[src/rtl/uirq_pkg.sv]
package uirq_pkg;
  localparam int SRC_W = 4;
  localparam int B_RX  = 0;
  localparam int B_ERR = 1;
  localparam int B_TX  = 2;
  localparam int B_MDM = 3;

  // multiplier applied to a trigger field; zero for unsupported channels
  function automatic int chan_mult(input int ch);
    case (ch)
      0:       return 32;
      1, 4:    return 8;
      2, 3:    return 2;
      default: return 0;
    endcase
  endfunction
endpackage

[src/rtl/uirq_trig_level.sv]
module uirq_trig_level #(
  parameter int CHANNEL = 0,
  parameter int OFFSET  = 0,
  parameter int LVL_W   = 10
) (
  input  logic [2:0]       fld,
  output logic [LVL_W-1:0] level
);
  localparam int MULT = uirq_pkg::chan_mult(CHANNEL);

  logic [LVL_W-1:0] fld_x;
  assign fld_x = LVL_W'(fld) + LVL_W'(OFFSET);

  generate
    if (MULT == 0) begin : g_zero
      assign level = '0;
    end else begin : g_scale
      assign level = fld_x * LVL_W'(MULT);
    end
  endgenerate
endmodule

[src/rtl/uirq_src_reg.sv]
module uirq_src_reg #(
  parameter int W = 4
) (
  input  logic         clk,
  input  logic         rst,
  input  logic [W-1:0] set_vec,
  input  logic [W-1:0] clr_vec,
  output logic [W-1:0] q
);
  // set is applied after clear so a live condition survives a clear
  always_ff @(posedge clk) begin
    if (rst) q <= '0;
    else     q <= (q & ~clr_vec) | set_vec;
  end
endmodule

[src/rtl/uirq_out.sv]
module uirq_out #(
  parameter int W = 4
) (
  input  logic         clk,
  input  logic         rst,
  input  logic [W-1:0] src,
  input  logic [W-1:0] msk,
  input  logic [W-1:0] pclr,
  output logic [W-1:0] pnd,
  output logic         irq
);
  logic [W-1:0] pnd_d;
  assign pnd_d = src & ~msk & ~pclr;

  always_ff @(posedge clk) begin
    if (rst) begin
      pnd <= '0;
      irq <= 1'b0;
    end else begin
      pnd <= pnd_d;
      irq <= |pnd_d;
    end
  end
endmodule

[src/rtl/uart_irq_ctrl.sv]
module uart_irq_ctrl #(
  parameter int CHANNEL = 0,
  parameter int CNT_W   = 8
) (
  input  logic             clk,
  input  logic             rst,
  input  logic [10:0]      fifo_ctrl,
  input  logic             rx_to_en,
  input  logic [CNT_W-1:0] rx_count,
  input  logic [CNT_W-1:0] tx_count,
  input  logic             rx_ready,
  input  logic             err_evt,
  input  logic             modem_evt,
  input  logic             pnd_wr,
  input  logic             src_wr,
  input  logic             msk_wr,
  input  logic [3:0]       wr_data,
  output logic [3:0]       src_q,
  output logic [3:0]       pnd_q,
  output logic             irq,
  output logic             rx_to_cancel
);
  import uirq_pkg::*;

  localparam int LVL_W = (CNT_W > 9) ? CNT_W + 1 : 10;

  logic             fifo_on;
  logic [LVL_W-1:0] tx_lvl, rx_lvl;
  logic [LVL_W-1:0] tx_cnt_x, rx_cnt_x;
  logic             tx_hit, rx_hit, rx_set;
  logic [SRC_W-1:0] set_vec, clr_vec, pclr, msk_q;

  assign fifo_on  = fifo_ctrl[0];
  assign tx_cnt_x = LVL_W'(tx_count);
  assign rx_cnt_x = LVL_W'(rx_count);

  uirq_trig_level #(.CHANNEL(CHANNEL), .OFFSET(0), .LVL_W(LVL_W)) u_tx_lvl (
    .fld(fifo_ctrl[10:8]), .level(tx_lvl));

  uirq_trig_level #(.CHANNEL(CHANNEL), .OFFSET(1), .LVL_W(LVL_W)) u_rx_lvl (
    .fld(fifo_ctrl[6:4]), .level(rx_lvl));

  assign tx_hit = fifo_on && (tx_cnt_x <= tx_lvl);
  assign rx_hit = fifo_on && (((rx_count != '0) && !rx_to_en) || (rx_cnt_x >= rx_lvl));
  assign rx_set = rx_hit || (!fifo_on && rx_ready);

  always_comb begin
    set_vec        = '0;
    set_vec[B_RX]  = rx_set;
    set_vec[B_ERR] = err_evt;
    set_vec[B_TX]  = tx_hit;
    set_vec[B_MDM] = modem_evt;
  end

  assign pclr    = pnd_wr ? wr_data : '0;
  assign clr_vec = pclr | (src_wr ? wr_data : '0);

  uirq_src_reg #(.W(SRC_W)) u_src (
    .clk(clk), .rst(rst), .set_vec(set_vec), .clr_vec(clr_vec), .q(src_q));

  always_ff @(posedge clk) begin
    if (rst) begin
      msk_q        <= '0;
      rx_to_cancel <= 1'b0;
    end else begin
      if (msk_wr) msk_q <= wr_data;
      rx_to_cancel <= rx_hit;
    end
  end

  uirq_out #(.W(SRC_W)) u_out (
    .clk(clk), .rst(rst), .src(src_q), .msk(msk_q), .pclr(pclr),
    .pnd(pnd_q), .irq(irq));
endmodule

[config.mk]
export PLATFORM = sky130hd
export DESIGN_NAME = uart_irq_ctrl
export DESIGN_NICKNAME = d
export VERILOG_FILES = /design/src/rtl/uirq_pkg.sv /design/src/rtl/uirq_trig_level.sv /design/src/rtl/uirq_src_reg.sv /design/src/rtl/uirq_out.sv /design/src/rtl/uart_irq_ctrl.sv
export SDC_FILE = /design/constraint.sdc
export NUM_CORES = 1
export LEC_CHECK = 0
export ABC_CLOCK_PERIOD_IN_PS = 1200
export BUFFER_PORTS_ARGS = -buffer_cell sky130_fd_sc_hd__buf_2
export CORE_UTILIZATION = 36
export DETAILED_ROUTE_END_ITERATION = 7
export PLACE_DENSITY_LB_ADDON = 0.25
export SLEW_MARGIN = 20
export SYNTH_ARGS = -nofsm -noshare
export SYNTH_HDL_FRONTEND = slang
export SYNTH_SLANG_ARGS = --single-unit
export TNS_END_PERCENT = 20
[constraint.sdc]
create_clock -name clk -period 1.2 [get_ports clk]
set_input_delay 0.06 -clock clk [delete_from_list [all_inputs] [get_ports clk]]
set_output_delay 0.06 -clock clk [all_outputs]
set_load 0.01 [all_outputs]
After elaboration in Yosys (flattened, before gate mapping). Cells that the tools add are included.

Logic and storage cells: 28. Output and inout port bits: 10. Input port bits: 40. Bits in registers: 14.

$lt $le $gt $ge: 2. Bitwise operators: 8. Multiplexer cells: 2. Reductions and logical operators: 10. Add/subtract/negate cells: 1.

Operators by type and width (count): 4-bit AND (3); 4-bit inverter (3); 8-bit by 10-bit >= comparator with 1-bit output (1); 8-bit <= comparator (1); 4-bit two-way mux (2); 4-bit bitwise OR (2); 8-bit nonzero test (1); 3-bit by 1-bit adder with 4-bit output (second input constant) (1); 1-bit logical AND (4); 4-bit OR reduction (1); 1-bit logical NOT (2); 1-bit logical OR (2).

Logic depth before layout (Yosys ltp).
Word-level depth: 6. Gate-level depth with buffers: 7. Mapped depth without buffers: 7.

Hierarchy. Synthesis repeated with hierarchy kept, for this count alone.

Cells, all modules: 140. Area, all modules: 1158.6 µm².

By module, submodules not included: uart_irq_ctrl (cells each 88, times used 1, area each 693.2 µm², sequential area each 100.1 µm²); uirq_out (cells each 14, times used 1, area each 166.4 µm², sequential area each 100.1 µm²); uirq_src_reg (cells each 16, times used 1, area each 140.1 µm², sequential area each 80.1 µm²); uirq_trig_level at u_rx_lvl (cells each 11, times used 1, area each 80.1 µm², sequential area each 0.0 µm²); uirq_trig_level at u_tx_lvl (cells each 11, times used 1, area each 78.8 µm², sequential area each 0.0 µm²).

Least setup slack after synthesis. Ideal clock, no wire load.

Kind: input to register. Start point: input fifo_ctrl[4]. End point: register u_src.q[0]. Arrival time: 1227 ps. Setup time: 88 ps. Slack: -115 ps. Stages: 7. Data required time: 1112 ps. Cell sequence: ha_1 xnor2_1 ha_1 nand2_1 nor4b_2 o21ai_1 a311oi_2.

Longest elaborated chain between the ends: 6.

Ends and longest elaborated chain: from (decl) (RTL line uart_irq_ctrl.sv:7) `input logic [10:0] fifo_ctrl,`; 3-bit by 1-bit adder with 4-bit output (RTL line uirq_trig_level.sv:12) `assign fld_x = LVL_W'(fld) + LVL_W'(OFFSET);`; 8-bit by 10-bit >= comparator with 1-bit output (RTL line uart_irq_ctrl.sv:44) `assign rx_hit = fifo_on && (((rx_count != '0) && !rx_to_en) || (rx_cnt_x >= rx_lvl));`; 1-bit logical OR (RTL line uart_irq_ctrl.sv:44); 1-bit logical AND (RTL line uart_irq_ctrl.sv:44); 1-bit logical OR (RTL line uart_irq_ctrl.sv:45) `assign rx_set = rx_hit || (!fifo_on && rx_ready);`; 4-bit bitwise OR (RTL line uirq_src_reg.sv:13) `else q <= (q & ~clr_vec) | set_vec;`; to (signal assigned) (RTL line uirq_src_reg.sv:13); to (decl) (RTL line uirq_src_reg.sv:8) `output logic [W-1:0] q`.

No other way between the ends. A chain may end at the register's enable or synchronous reset.

Final worst setup path. Ends and elaborated chain as after synthesis.

==> metrics.yaml <==
logic_synthesis:
  yosysUniqueCellTypes: 26
  postSynthCellCount: 83
  synth_nets: 130
  yosysSeqAreaShare: 0.386
  avgSynthCellArea_sq_um: 8.74
  ys_ff_latch: 14
  ys_warn_count: 0
  netlist_area_sq_um: 726
hold_path:
  min_path_type: "primary input to register"
  min_from: "wr_data[3]"
placement:
  dpl.cell_count: 151
  placed_cell_area_sq_um: 991
  dp_hpwl_mm: 1.35
  portBuffers: 45
  pre_cts_slack_ps: -378
  place_congestion: 0.757
detailed_routing:
  via_per_inst: 4.75
  ant_nets: 0
  first_pass_iters: 4
  first_iter_violations: 10
  routedWlPerCell_um: 10.8
  dr_total_vias: 746
  drcViolationCount: 0
  wirelength_mm: 1.69
global_routing:
  grt_use_total: 0.176
  grt-busiest-layer: "met2"
  grtUsageMet1: 0.217
  grt_pass1_wl_mm: 2.70
  grt_overflow: 0
  grtUsageMet2: 0.289
  grt_use_met3: 0.0615
  grt_max_degree: 15
  antenna_found_initial: 0
  grt_pass1_vias: 634
finish:
  final_cell_mix: "44 x buf_2, 14 x dfxtp_1, 11 x nor2_1"
  final_nets: 180
  nFillCells: 183
  layout-drive-gt1-share: 0.439
  area_growth_pct: 47.6
  final_common_cell: "buf_2"
  instances_no_fill: 157
  utilization: 0.594
  antenna-diode-count: 0
  stdcell_area_sq_um: 1070
floorplan:
  start_util: 0.403
  core-area_sq_um: 1800
  fp.dieH_um: 46.9
  io_pins: 50
  fp.dieW_um: 46.9
  rows: 15
  dieArea_sq_um: 2200
job:
  maxCapViolCount: 0
timing:
  fin_crit_ps: 1220
  hold_violations: 0
  layout_setup_ws_ps: -19.4
  slew_violations: 0
  fmax_ghz: 0.820
  slew_headroom: 0.827
  finalCritPeriodShare: 1.02
  worst_pin_slew_ps: 259
  finalSetupViolations: 1
  tns_ps: -19.4
  grt_setup_unrepaired: "true"
  skew_ps: 1.33
clock_network:
  cts_tree: "done"
  clkTransAtPathRegs_ps: 80
  clk_path_buf_depth: 2
  clock_latency_ps: 270
  clockRootBuffer: "clkbuf_4"
  htreeDepth: 1
  numCtsBuffers: 3
  cts.sinks: 14
critical_path:
  critPathRequiredTime_ps: 1390
  cp-end-kind: "register"
  cp_slowest_stage_delay_ps: 310
  crit_path_top_delay_cell: "ha_1"
  crit_fanout: 3
  worst_ep_arrival_time_ps: 1410
  start_kind: "primary input"
  critPathLaunch: "fifo_ctrl[4]"
  crit_buf_inv: 1
  worstSetupPathType: "primary input to register"
  cpLargestDelayFamily: "adder cells"
  critical_path.cell_chain: "buf_4 > ha_4 > xnor2_1 > ha_1 > nand2_2 > nor4b_4 > o21ai_2 > a311oi_2"
  timing.rr.start: "u_src.q[0]$_SDFF_PP0_"
power_and_ir_drop:
  power.density_nw_per_um2: 1020
  leakagePower_nw: 0.545
  peakVddDrop_uv: 661
status:
  violations: "negative setup slack"
  outcome: "finished, violations left"
[logic make-up (layout without fill, tap and decap cells)]
| family | after synthesis | count (layout) | share of synthesized area |
|---|---|---|---|
| DFF | 14 | 14 | 0.386 |
| adders and majority gates | 7 | 7 | 0.121 |
| buffers and inverters | 9 | 58 | 0.0466 |
| muxes | 4 | 4 | 0.0552 |
| AOI/OAI and AO/OA | 18 | 18 | 0.155 |
| and+or+nand+nor | 30 | 30 | 0.224 |
| xor gates and xnor gates | 1 | 1 | 0.0121 |
[synth_stat cells]
| library cell | count | share of area |
|---|---|---|
| dfxtp_1 | 14 | 0.39 |
| nor2_1 | 11 | 0.057 |
| ha_1 | 7 | 0.12 |
| inv_1 | 7 | 0.036 |
| nand2_1 | 7 | 0.036 |
| o21ai_0 | 6 | 0.041 |
| a21oi_1 | 5 | 0.034 |
| mux2i_1 | 4 | 0.055 |
| nand3b_1 | 4 | 0.041 |
| clkbuf_1 | 2 | 0.010 |
| a211oi_1 | 1 | 0.010 |
| a21boi_0 | 1 | 0.010 |
| a21o_1 | 1 | 0.010 |
| a311oi_2 | 1 | 0.021 |
| a41oi_1 | 1 | 0.012 |
| nand2b_1 | 1 | 0.0086 |
| nand3_1 | 1 | 0.0069 |
| nor2b_1 | 1 | 0.0086 |
| nor3_1 | 1 | 0.0069 |
| nor4_1 | 1 | 0.0086 |
| nor4b_2 | 1 | 0.021 |
| o21ai_1 | 1 | 0.0069 |
| o22ai_1 | 1 | 0.0086 |
| or4_4 | 1 | 0.016 |
| or4b_2 | 1 | 0.014 |
| xnor2_1 | 1 | 0.012 |
[worst reg2reg max path, delay by kind of cell, from the launching register on]
kind,cells,cell delay [ps]
AOI/OAI and AO/OA,2,390
DFF,1,380
[final cells by class]
| type | count | area [sq um] | area share |
|---|---|---|---|
| clock buffers | 4 | 36.3 | 0.0339 |
| repair buffers | 47 | 248 | 0.231 |
| well taps | 25 | 31.3 | 0.0292 |
| inverters | 7 | 26.3 | 0.0245 |
| flip-flops and latches | 14 | 280 | 0.262 |
| multi-input cells | 60 | 449 | 0.419 |
[path summary, 6_finish.rpt]
path,to,slack (ps),cells after the start
worst min-delay path,msk_q[3]$_SDFFE_PP0P_,40,3
worst min register to register,msk_q[2]$_SDFFE_PP0P_,500,2
worst max register to register,u_src.q[0]$_SDFF_PP0_,340,2
worst max-delay path,u_src.q[0]$_SDFF_PP0_,-20,8
[metal layers]
metal  share of wire  up-vias  wire, um
li1                -      392         -
met2            0.52       28       878
met5               0        -         0
met4          0.0071        0        12
met1            0.41      324       690
met3           0.064        2       108
[power breakdown]
group | total (mW) | switching (mW) | internal, mW
registers | 0.509 | 0.0139 | 0.495
logic | 0.259 | 0.127 | 0.132
clock network | 0.328 | 0.143 | 0.185
[through the flow]
stage | hold slack, ps | total power, mW
finish | 44.2 | 1.10
global route | 53.5 | 1.17
CTS | 38.9 | 1.10
detailed placement | 272 | 0.759
global placement | 265 | 0.749
floorplan | 128 | 0.646
[repair_timing]
action	in CTS	in global routing
endpoints found under the setup margin	2	3
buffers inserted	0	0
endpoints found under the hold margin	2	0
pin swaps	2	1
gates resized for setup	2	3
hold buffers	2	0
[flip-flops by register name, summed over array words and instances, names as in the netlist]
signal,cells
u_out.pnd,4
u_out.irq,1
u_src.q,4
rx_to_cancel,1
msk_q,4
No activity file was read; power rests on OpenSTA's default activity.
